`config.mk`:
```
export PLATFORM = sky130hd
export DESIGN_NAME = vram_dual_port
export DESIGN_NICKNAME = d
export VERILOG_FILES = /design/src/rtl/vdp_pkg.sv /design/src/rtl/vdp_stride_unit.sv /design/src/rtl/vdp_fetch_arb.sv /design/src/rtl/vdp_hit_cmp.sv /design/src/rtl/vram_dual_port.sv
export SDC_FILE = /design/constraint.sdc
export NUM_CORES = 1
export LEC_CHECK = 0
export ABC_CLOCK_PERIOD_IN_PS = 5500
export BUFFER_PORTS_ARGS = -buffer_cell sky130_fd_sc_hd__buf_2
export CAP_MARGIN = 30
export CORE_MARGIN = 4
export CORE_UTILIZATION = 40
export CTS_CLUSTER_SIZE = 16
export DETAILED_ROUTE_END_ITERATION = 7
export PLACE_DENSITY = 0.69
export SLEW_MARGIN = 10
export SYNTH_ARGS = -nofsm -noshare
export SYNTH_HDL_FRONTEND = slang
export SYNTH_SLANG_ARGS = --single-unit
```
`constraint.sdc`:
```
create_clock -name clk -period 5.5 [get_ports clk]
set_input_delay 0.55 -clock clk [delete_from_list [all_inputs] [get_ports clk]]
set_output_delay 0.55 -clock clk [all_outputs]
set_load 0.005 [all_outputs]
```
`src/rtl/vdp_pkg.sv`:
```
package vdp_pkg;
    localparam int ADDR_W  = 17;
    localparam int CODE_W  = 4;
    localparam int DATA_W  = 8;
    localparam int NPORTS  = 2;
    localparam int REG_AW  = 3;
    localparam int IDX_W   = (NPORTS > 1) ? $clog2(NPORTS) : 1;

    localparam logic [REG_AW-1:0] OFF_PTR_LO = 3'd0;
    localparam logic [REG_AW-1:0] OFF_PTR_MD = 3'd1;
    localparam logic [REG_AW-1:0] OFF_PTR_HI = 3'd2;
    localparam logic [REG_AW-1:0] OFF_DATA_A = 3'd3;
    localparam logic [REG_AW-1:0] OFF_DATA_B = 3'd4;
    localparam logic [REG_AW-1:0] OFF_CTRL   = 3'd5;

    typedef logic [ADDR_W-1:0] vaddr_t;

    typedef struct packed {
        vaddr_t              addr;
        logic [CODE_W-1:0]   code;
        logic                decr;
        logic [DATA_W-1:0]   hold;
        logic                pend;
    } chan_t;

    typedef struct packed {
        chan_t [NPORTS-1:0]  ch;
        logic                sel;
        logic                infl_vld;
        logic [IDX_W-1:0]    infl_idx;
    } state_t;

    function automatic state_t rst_state();
        state_t s;
        s = '0;
        for (int i = 0; i < NPORTS; i++) begin
            s.ch[i].pend = 1'b1;
        end
        return s;
    endfunction
endpackage

```
`src/rtl/vdp_stride_unit.sv`:
```
module vdp_stride_unit #(
    parameter int ADDR_W = 17,
    parameter int CODE_W = 4
) (
    input  logic [ADDR_W-1:0] cur_addr,
    input  logic [CODE_W-1:0] code,
    input  logic              decr,
    output logic [ADDR_W-1:0] next_addr
);
    localparam logic [CODE_W-1:0] LAST_POW = CODE_W'(10);
    localparam logic [CODE_W-1:0] ONE      = CODE_W'(1);
    localparam logic [CODE_W-1:0] ROW_BASE = CODE_W'(8);

    logic [ADDR_W-1:0] step;

    always_comb begin
        if (code == '0) begin
            step = '0;
        end else if (code <= LAST_POW) begin
            step = ADDR_W'(1) << (code - ONE);
        end else begin
            step = ADDR_W'(5) << (code - ROW_BASE);
        end
        next_addr = decr ? (cur_addr - step) : (cur_addr + step);
    end
endmodule

```
`src/rtl/vdp_fetch_arb.sv`:
```
module vdp_fetch_arb #(
    parameter int NPORTS = 2,
    parameter int IDX_W  = 1
) (
    input  logic [NPORTS-1:0] pend,
    input  logic              blocked,
    output logic              grant_vld,
    output logic [IDX_W-1:0]  grant_idx
);
    always_comb begin
        grant_vld = 1'b0;
        grant_idx = '0;
        for (int i = NPORTS - 1; i >= 0; i--) begin
            if (pend[i] && !blocked) begin
                grant_vld = 1'b1;
                grant_idx = IDX_W'(i);
            end
        end
    end
endmodule

```
`src/rtl/vdp_hit_cmp.sv`:
```
module vdp_hit_cmp #(
    parameter int NPORTS = 2,
    parameter int ADDR_W = 17
) (
    input  logic [NPORTS-1:0][ADDR_W-1:0] chan_addr,
    input  logic [ADDR_W-1:0]             wr_addr,
    output logic [NPORTS-1:0]             hit
);
    for (genvar g = 0; g < NPORTS; g++) begin : g_cmp
        assign hit[g] = (chan_addr[g] == wr_addr);
    end
endmodule

```
`src/rtl/vram_dual_port.sv`:
```
module vram_dual_port
    import vdp_pkg::*;
(
    input  logic              clk,
    input  logic              rst_n,
    input  logic [2:0]        reg_addr,
    input  logic              reg_wr,
    input  logic              reg_rd,
    input  logic [7:0]        reg_wdata,
    output logic [7:0]        reg_rdata,
    output logic [16:0]       mem_addr,
    output logic              mem_we,
    output logic [7:0]        mem_wdata,
    output logic              mem_re,
    input  logic [7:0]        mem_rdata
);
    state_t st_q, st_d;

    logic [NPORTS-1:0][ADDR_W-1:0] chan_addr;
    logic [NPORTS-1:0][ADDR_W-1:0] chan_next;
    logic [NPORTS-1:0][CODE_W-1:0] chan_code;
    logic [NPORTS-1:0]             chan_pend;
    logic [NPORTS-1:0]             wr_hit;
    logic                          grant_vld;
    logic [IDX_W-1:0]              grant_idx;

    logic       is_data, data_wr, data_rd, ptr_wr, ctrl_wr;
    logic       dsel;
    chan_t      cur;

    assign is_data = (reg_addr == OFF_DATA_A) || (reg_addr == OFF_DATA_B);
    assign dsel    = (reg_addr == OFF_DATA_B);
    assign data_wr = reg_wr && is_data;
    assign data_rd = reg_rd && !reg_wr && is_data;
    assign ptr_wr  = reg_wr && (reg_addr <= OFF_PTR_HI);
    assign ctrl_wr = reg_wr && (reg_addr == OFF_CTRL);

    for (genvar g = 0; g < NPORTS; g++) begin : g_chan
        assign chan_addr[g] = st_q.ch[g].addr;
        assign chan_code[g] = st_q.ch[g].code;
        assign chan_pend[g] = st_q.ch[g].pend;
        vdp_stride_unit #(.ADDR_W(ADDR_W), .CODE_W(CODE_W)) step_i (
            .cur_addr  (st_q.ch[g].addr),
            .code      (st_q.ch[g].code),
            .decr      (st_q.ch[g].decr),
            .next_addr (chan_next[g])
        );
    end

    vdp_fetch_arb #(.NPORTS(NPORTS), .IDX_W(IDX_W)) arb_i (
        .pend      (chan_pend),
        .blocked   (data_wr),
        .grant_vld (grant_vld),
        .grant_idx (grant_idx)
    );

    vdp_hit_cmp #(.NPORTS(NPORTS), .ADDR_W(ADDR_W)) hit_i (
        .chan_addr (chan_addr),
        .wr_addr   (chan_addr[dsel]),
        .hit       (wr_hit)
    );

    // next-state and memory request
    always_comb begin
        st_d      = st_q;
        mem_we    = 1'b0;
        mem_re    = 1'b0;
        mem_addr  = chan_addr[dsel];
        mem_wdata = reg_wdata;

        // returning prefetch data, dropped if the channel was re-armed since
        st_d.infl_vld = 1'b0;
        if (st_q.infl_vld && !st_q.ch[st_q.infl_idx].pend) begin
            st_d.ch[st_q.infl_idx].hold = mem_rdata;
        end

        // issue one pending prefetch when the CPU is not writing
        if (grant_vld) begin
            mem_re                   = 1'b1;
            mem_addr                 = chan_addr[grant_idx];
            st_d.infl_vld            = 1'b1;
            st_d.infl_idx            = grant_idx;
            st_d.ch[grant_idx].pend  = 1'b0;
        end

        if (data_wr) begin
            mem_we = 1'b1;
            for (int i = 0; i < NPORTS; i++) begin
                if (wr_hit[i]) begin
                    st_d.ch[i].pend = 1'b1;
                end
            end
            st_d.ch[dsel].addr = chan_next[dsel];
            st_d.ch[dsel].pend = 1'b1;
        end

        if (data_rd) begin
            st_d.ch[dsel].addr = chan_next[dsel];
            st_d.ch[dsel].pend = 1'b1;
        end

        if (ptr_wr) begin
            case (reg_addr)
                OFF_PTR_LO: st_d.ch[st_q.sel].addr[7:0]  = reg_wdata;
                OFF_PTR_MD: st_d.ch[st_q.sel].addr[15:8] = reg_wdata;
                default: begin
                    st_d.ch[st_q.sel].addr[ADDR_W-1] = reg_wdata[0];
                    st_d.ch[st_q.sel].decr           = reg_wdata[3];
                    st_d.ch[st_q.sel].code           = reg_wdata[7:4];
                end
            endcase
            st_d.ch[st_q.sel].pend = 1'b1;
        end

        if (ctrl_wr) begin
            if (reg_wdata[7]) begin
                st_d = rst_state();
            end else begin
                st_d.sel = reg_wdata[0];
            end
        end
    end

    // register read mux
    always_comb begin
        cur = st_q.ch[st_q.sel];
        case (reg_addr)
            OFF_PTR_LO: reg_rdata = cur.addr[7:0];
            OFF_PTR_MD: reg_rdata = cur.addr[15:8];
            OFF_PTR_HI: reg_rdata = {cur.code, cur.decr, 2'b00, cur.addr[ADDR_W-1]};
            OFF_DATA_A: reg_rdata = st_q.ch[0].hold;
            OFF_DATA_B: reg_rdata = st_q.ch[1].hold;
            OFF_CTRL:   reg_rdata = {7'b0, st_q.sel};
            default:    reg_rdata = '0;
        endcase
    end

    always_ff @(posedge clk) begin
        if (!rst_n) begin
            st_q <= rst_state();
        end else begin
            st_q <= st_d;
        end
    end
endmodule

```
==> impl_metrics.yaml <==
sta:
  fin_crit_ns: 4.036
  hold_viol_final: 0
  rsz0062_at_grt: "false"
  fin_skew_ns: 0.004487
  drv_slew: 0
  period_share_pct: 73.39
  max_freq_mhz: 247.8
  fin_tns_setup_ns: 0
  tightestPinTransition_ns: 0.9692
  final-setup-viol-count: 0
  maxSlewHeadroom_pct: 35.30
global_routing:
  grt_max_degree: 33
  first_global_vias: 5792
  antenna_found_initial: 0
  grt_usage_pct: 22.35
  grt_first_pass_wirelength_mm: 31.37
  grt-ovfl-total: 0
power_and_ir_drop:
  leakage_nw: 2.717
  p_per_area_nw_per_um2: 233.4
  vdd_drop_max_mv: 0.1474
critical_path:
  slowest_delay_ns: 0.81
  crit_type: "reg -> reg"
  critPathLaunchType: "flop"
  cp.arrival_ns: 4.29
  end_kind: "flop"
  cp_cell_sequence: "nor2_1 > and2_1 > inv_1 > ha_1 > nor2_1 > o32a_1 > ha_1 > o21ai_0 > a21oi_1 > o2111ai_1 > a41oi_1 > xor2_1 > a211oi_1 > a311oi_1"
  worstPathMaxFanout: 23
  worstPathRequired_ns: 5.75
  critPathSlowestCell: "dfxtp_1"
cts:
  clk_latency_ns: 0.34
  clk_root_buffer_cell: "clkbuf_16"
  cts_resized: 0
  cts_setup_buffers: 0
  htreeDepth: 3
  cts_num_sinks: 65
  cts_tree: "done"
  numCtsBuffers: 9
  clock_path_buffers: 2
  hold_buffers: 0
  cts.clk_slew.worst_paths_ns: 0.06
layout:
  antenna_cells: 0
  drive_gt1_share_pct: 14.30
  utilization_pct: 45.70
  syn_to_final_growth_pct: 10.23
  final_nets: 900
synthesis:
  ys_seq_area_share_pct: 21.27
  netlist_area_um2: 6117
  syn_avg_cell_area_um2: 7.460
  netlist-cell-type-count: 70
  yosys_warnings: 0
  async_reset_ff_share_pct: 0
  ys_ff_latch: 65
  ys.flop_type: "dfxtp_1"
  synth_edf_count: 0
  mappedNetlistNets: 879
  synth_cells: 820
placement:
  io_buffers: 57
  finalWeightedCongestion: 0.9523
  hpwlAfterDp_mm: 14.93
floorplan:
  die-width_um: 131.7
  core_um2: 14750
  placementRows: 44
  ios: 58
  die_area_um2: 17340
  dieHeight_um: 131.7
  start_util_pct: 41.46
routing:
  drc: 0
  drtAntennaViolNets: 0
  routedWlPerCell_um: 19.60
  drt-total-wl_mm: 20.18
  drt_iter0_markers: 608
  vias_per_cell: 6.140
  drt_pass1_iterations: 6
  num_vias: 6324
worst_hold_path:
  hold_class: "in -> reg"
job:
  cap_violations: 0
run_status:
  status: "completed"
per-layer routing:
| metal | global-route usage (%) | share of wire [%] | up-vias |
|---|---|---|---|
| li1 | - | - | 3033 |
| met1 | 31.18 | 44 | 2917 |
| met5 | 0 | 0 | - |
| met4 | 7.526 | 2.9 | 0 |
| met2 | 33.50 | 43 | 327 |
| met3 | 5.810 | 9.7 | 47 |
final cells by class:
cell class	count	area (um2)
Clock inverter	6	35.03
Tap cell	184	230.2
Fill cell	1484	8011
Multi-Input combinational cell	676	4484
Inverter	21	78.83
Timing Repair Buffer	68	384.1
Clock buffer	10	229.0
Sequential cell	65	1301
layout by cell type, fill, tap and decap left out, drive strengths merged, types with 3 or more instances in the layout:
cell	count
nor2	94
nand2	75
buf	68
o21ai	67
dfxtp	65
a21oi	65
mux2i	46
ha	34
nor3	27
xor2	25
inv	21
a31oi	18
xnor2	17
mux2	17
nand3	16
nand2b	15
a21o	15
a211oi	12
o211ai	11
o21a	10
clkbuf	10
nor2b	9
a221oi	8
nand3b	6
or3	6
a31o	5
o31ai	5
and2	5
and3	5
nor3b	5
a22oi	4
o221ai	4
o22ai	4
nor4	4
clkinv	4
nand4	3
or2	3
o2111ai	3
worst max-delay path, delay by kind of cell (launching register included):
kind	cells	cell delay [ns]
flops	1	0.81
buf+inv	1	0.05
xor+xnor	1	0.21
simple gates	3	0.60
compound gates	7	1.58
fa+ha+maj	2	0.69
report_power, final:
part / leakage [nW] / internal, mW / switching [mW]
sequential: 0.528 / 0.492 / 0.0395
combinational: 2.06 / 0.227 / 0.300
clock: 0.128 / 0.301 / 0.214
total: 2.72 / 1.02 / 0.553
final timing paths:
| path | end | slack [ns] | cells past startpoint | from |
|---|---|---|---|---|
| hold / removal | st_q[41]$_SDFF_PN0_ | 0.47 | 3 | mem_rdata[6] |
| hold reg to reg | st_q[41]$_SDFF_PN0_ | 0.50 | 2 | st_q[41]$_SDFF_PN0_ |
| setup reg to reg | chan_addr[33]$_SDFF_PN0_ | 1.46 | 14 | chan_code[6]$_SDFF_PN0_ |
| setup / recovery | chan_addr[33]$_SDFF_PN0_ | 1.46 | 14 | chan_code[6]$_SDFF_PN0_ |
cell usage after synthesis, types with 11 or more instances:
library cell / number / area share [%]
mux2i_1: 46 / 7.5
clkbuf_1: 38 / 2.3
nor2_1: 93 / 5.7
a21oi_1: 65 / 5.3
a211oi_1: 11 / 1.3
mux2_2: 17 / 3.1
xor2_1: 25 / 3.6
a21o_1: 15 / 1.8
a31oi_1: 18 / 1.8
inv_1: 21 / 1.3
ha_1: 34 / 7.0
xnor2_1: 17 / 2.4
nand2_1: 75 / 4.6
dfxtp_1: 65 / 21
nor3_1: 26 / 2.1
nand2b_1: 15 / 1.5
nand3_1: 16 / 1.3
o211ai_1: 11 / 1.3
o21ai_0: 64 / 5.2
sequential cells by signal, summed over array words and instances, names as in the netlist:
register / cells
chan_pend: 2
chan_addr: 34
st_q: 21
chan_code: 8
stage by stage:
step                setup WS [ns]  cells  total power [mW]  hold WS, ns  cell area [um2]
floorplan                   2.021    820            0.9158       0.4604             6117
global placement            1.600   1011             1.047       0.4748             6440
detailed placement          1.512   1013             1.052       0.4837             6467
CTS                         1.491   1029             1.565       0.4618             6731
global route                1.063   1030             1.644       0.4850             6743
finish                      1.464   1030             1.574       0.4656             6743
cells by family (layout without fill, tap and decap cells):
family | Yosys count | count (layout) | synth area share (%)
AND/OR/NAND/NOR | 278 | 278 | 21.35
AO/OA/AOI/OAI | 255 | 255 | 26.84
buffers and inverters | 79 | 105 | 5.523
multiplexers | 65 | 65 | 11.39
flip-flops | 65 | 65 | 21.27
XOR/XNOR | 42 | 42 | 6.013
adder cells (fa/ha/maj) | 36 | 36 | 7.609
No activity file was read; power rests on OpenSTA's default activity.
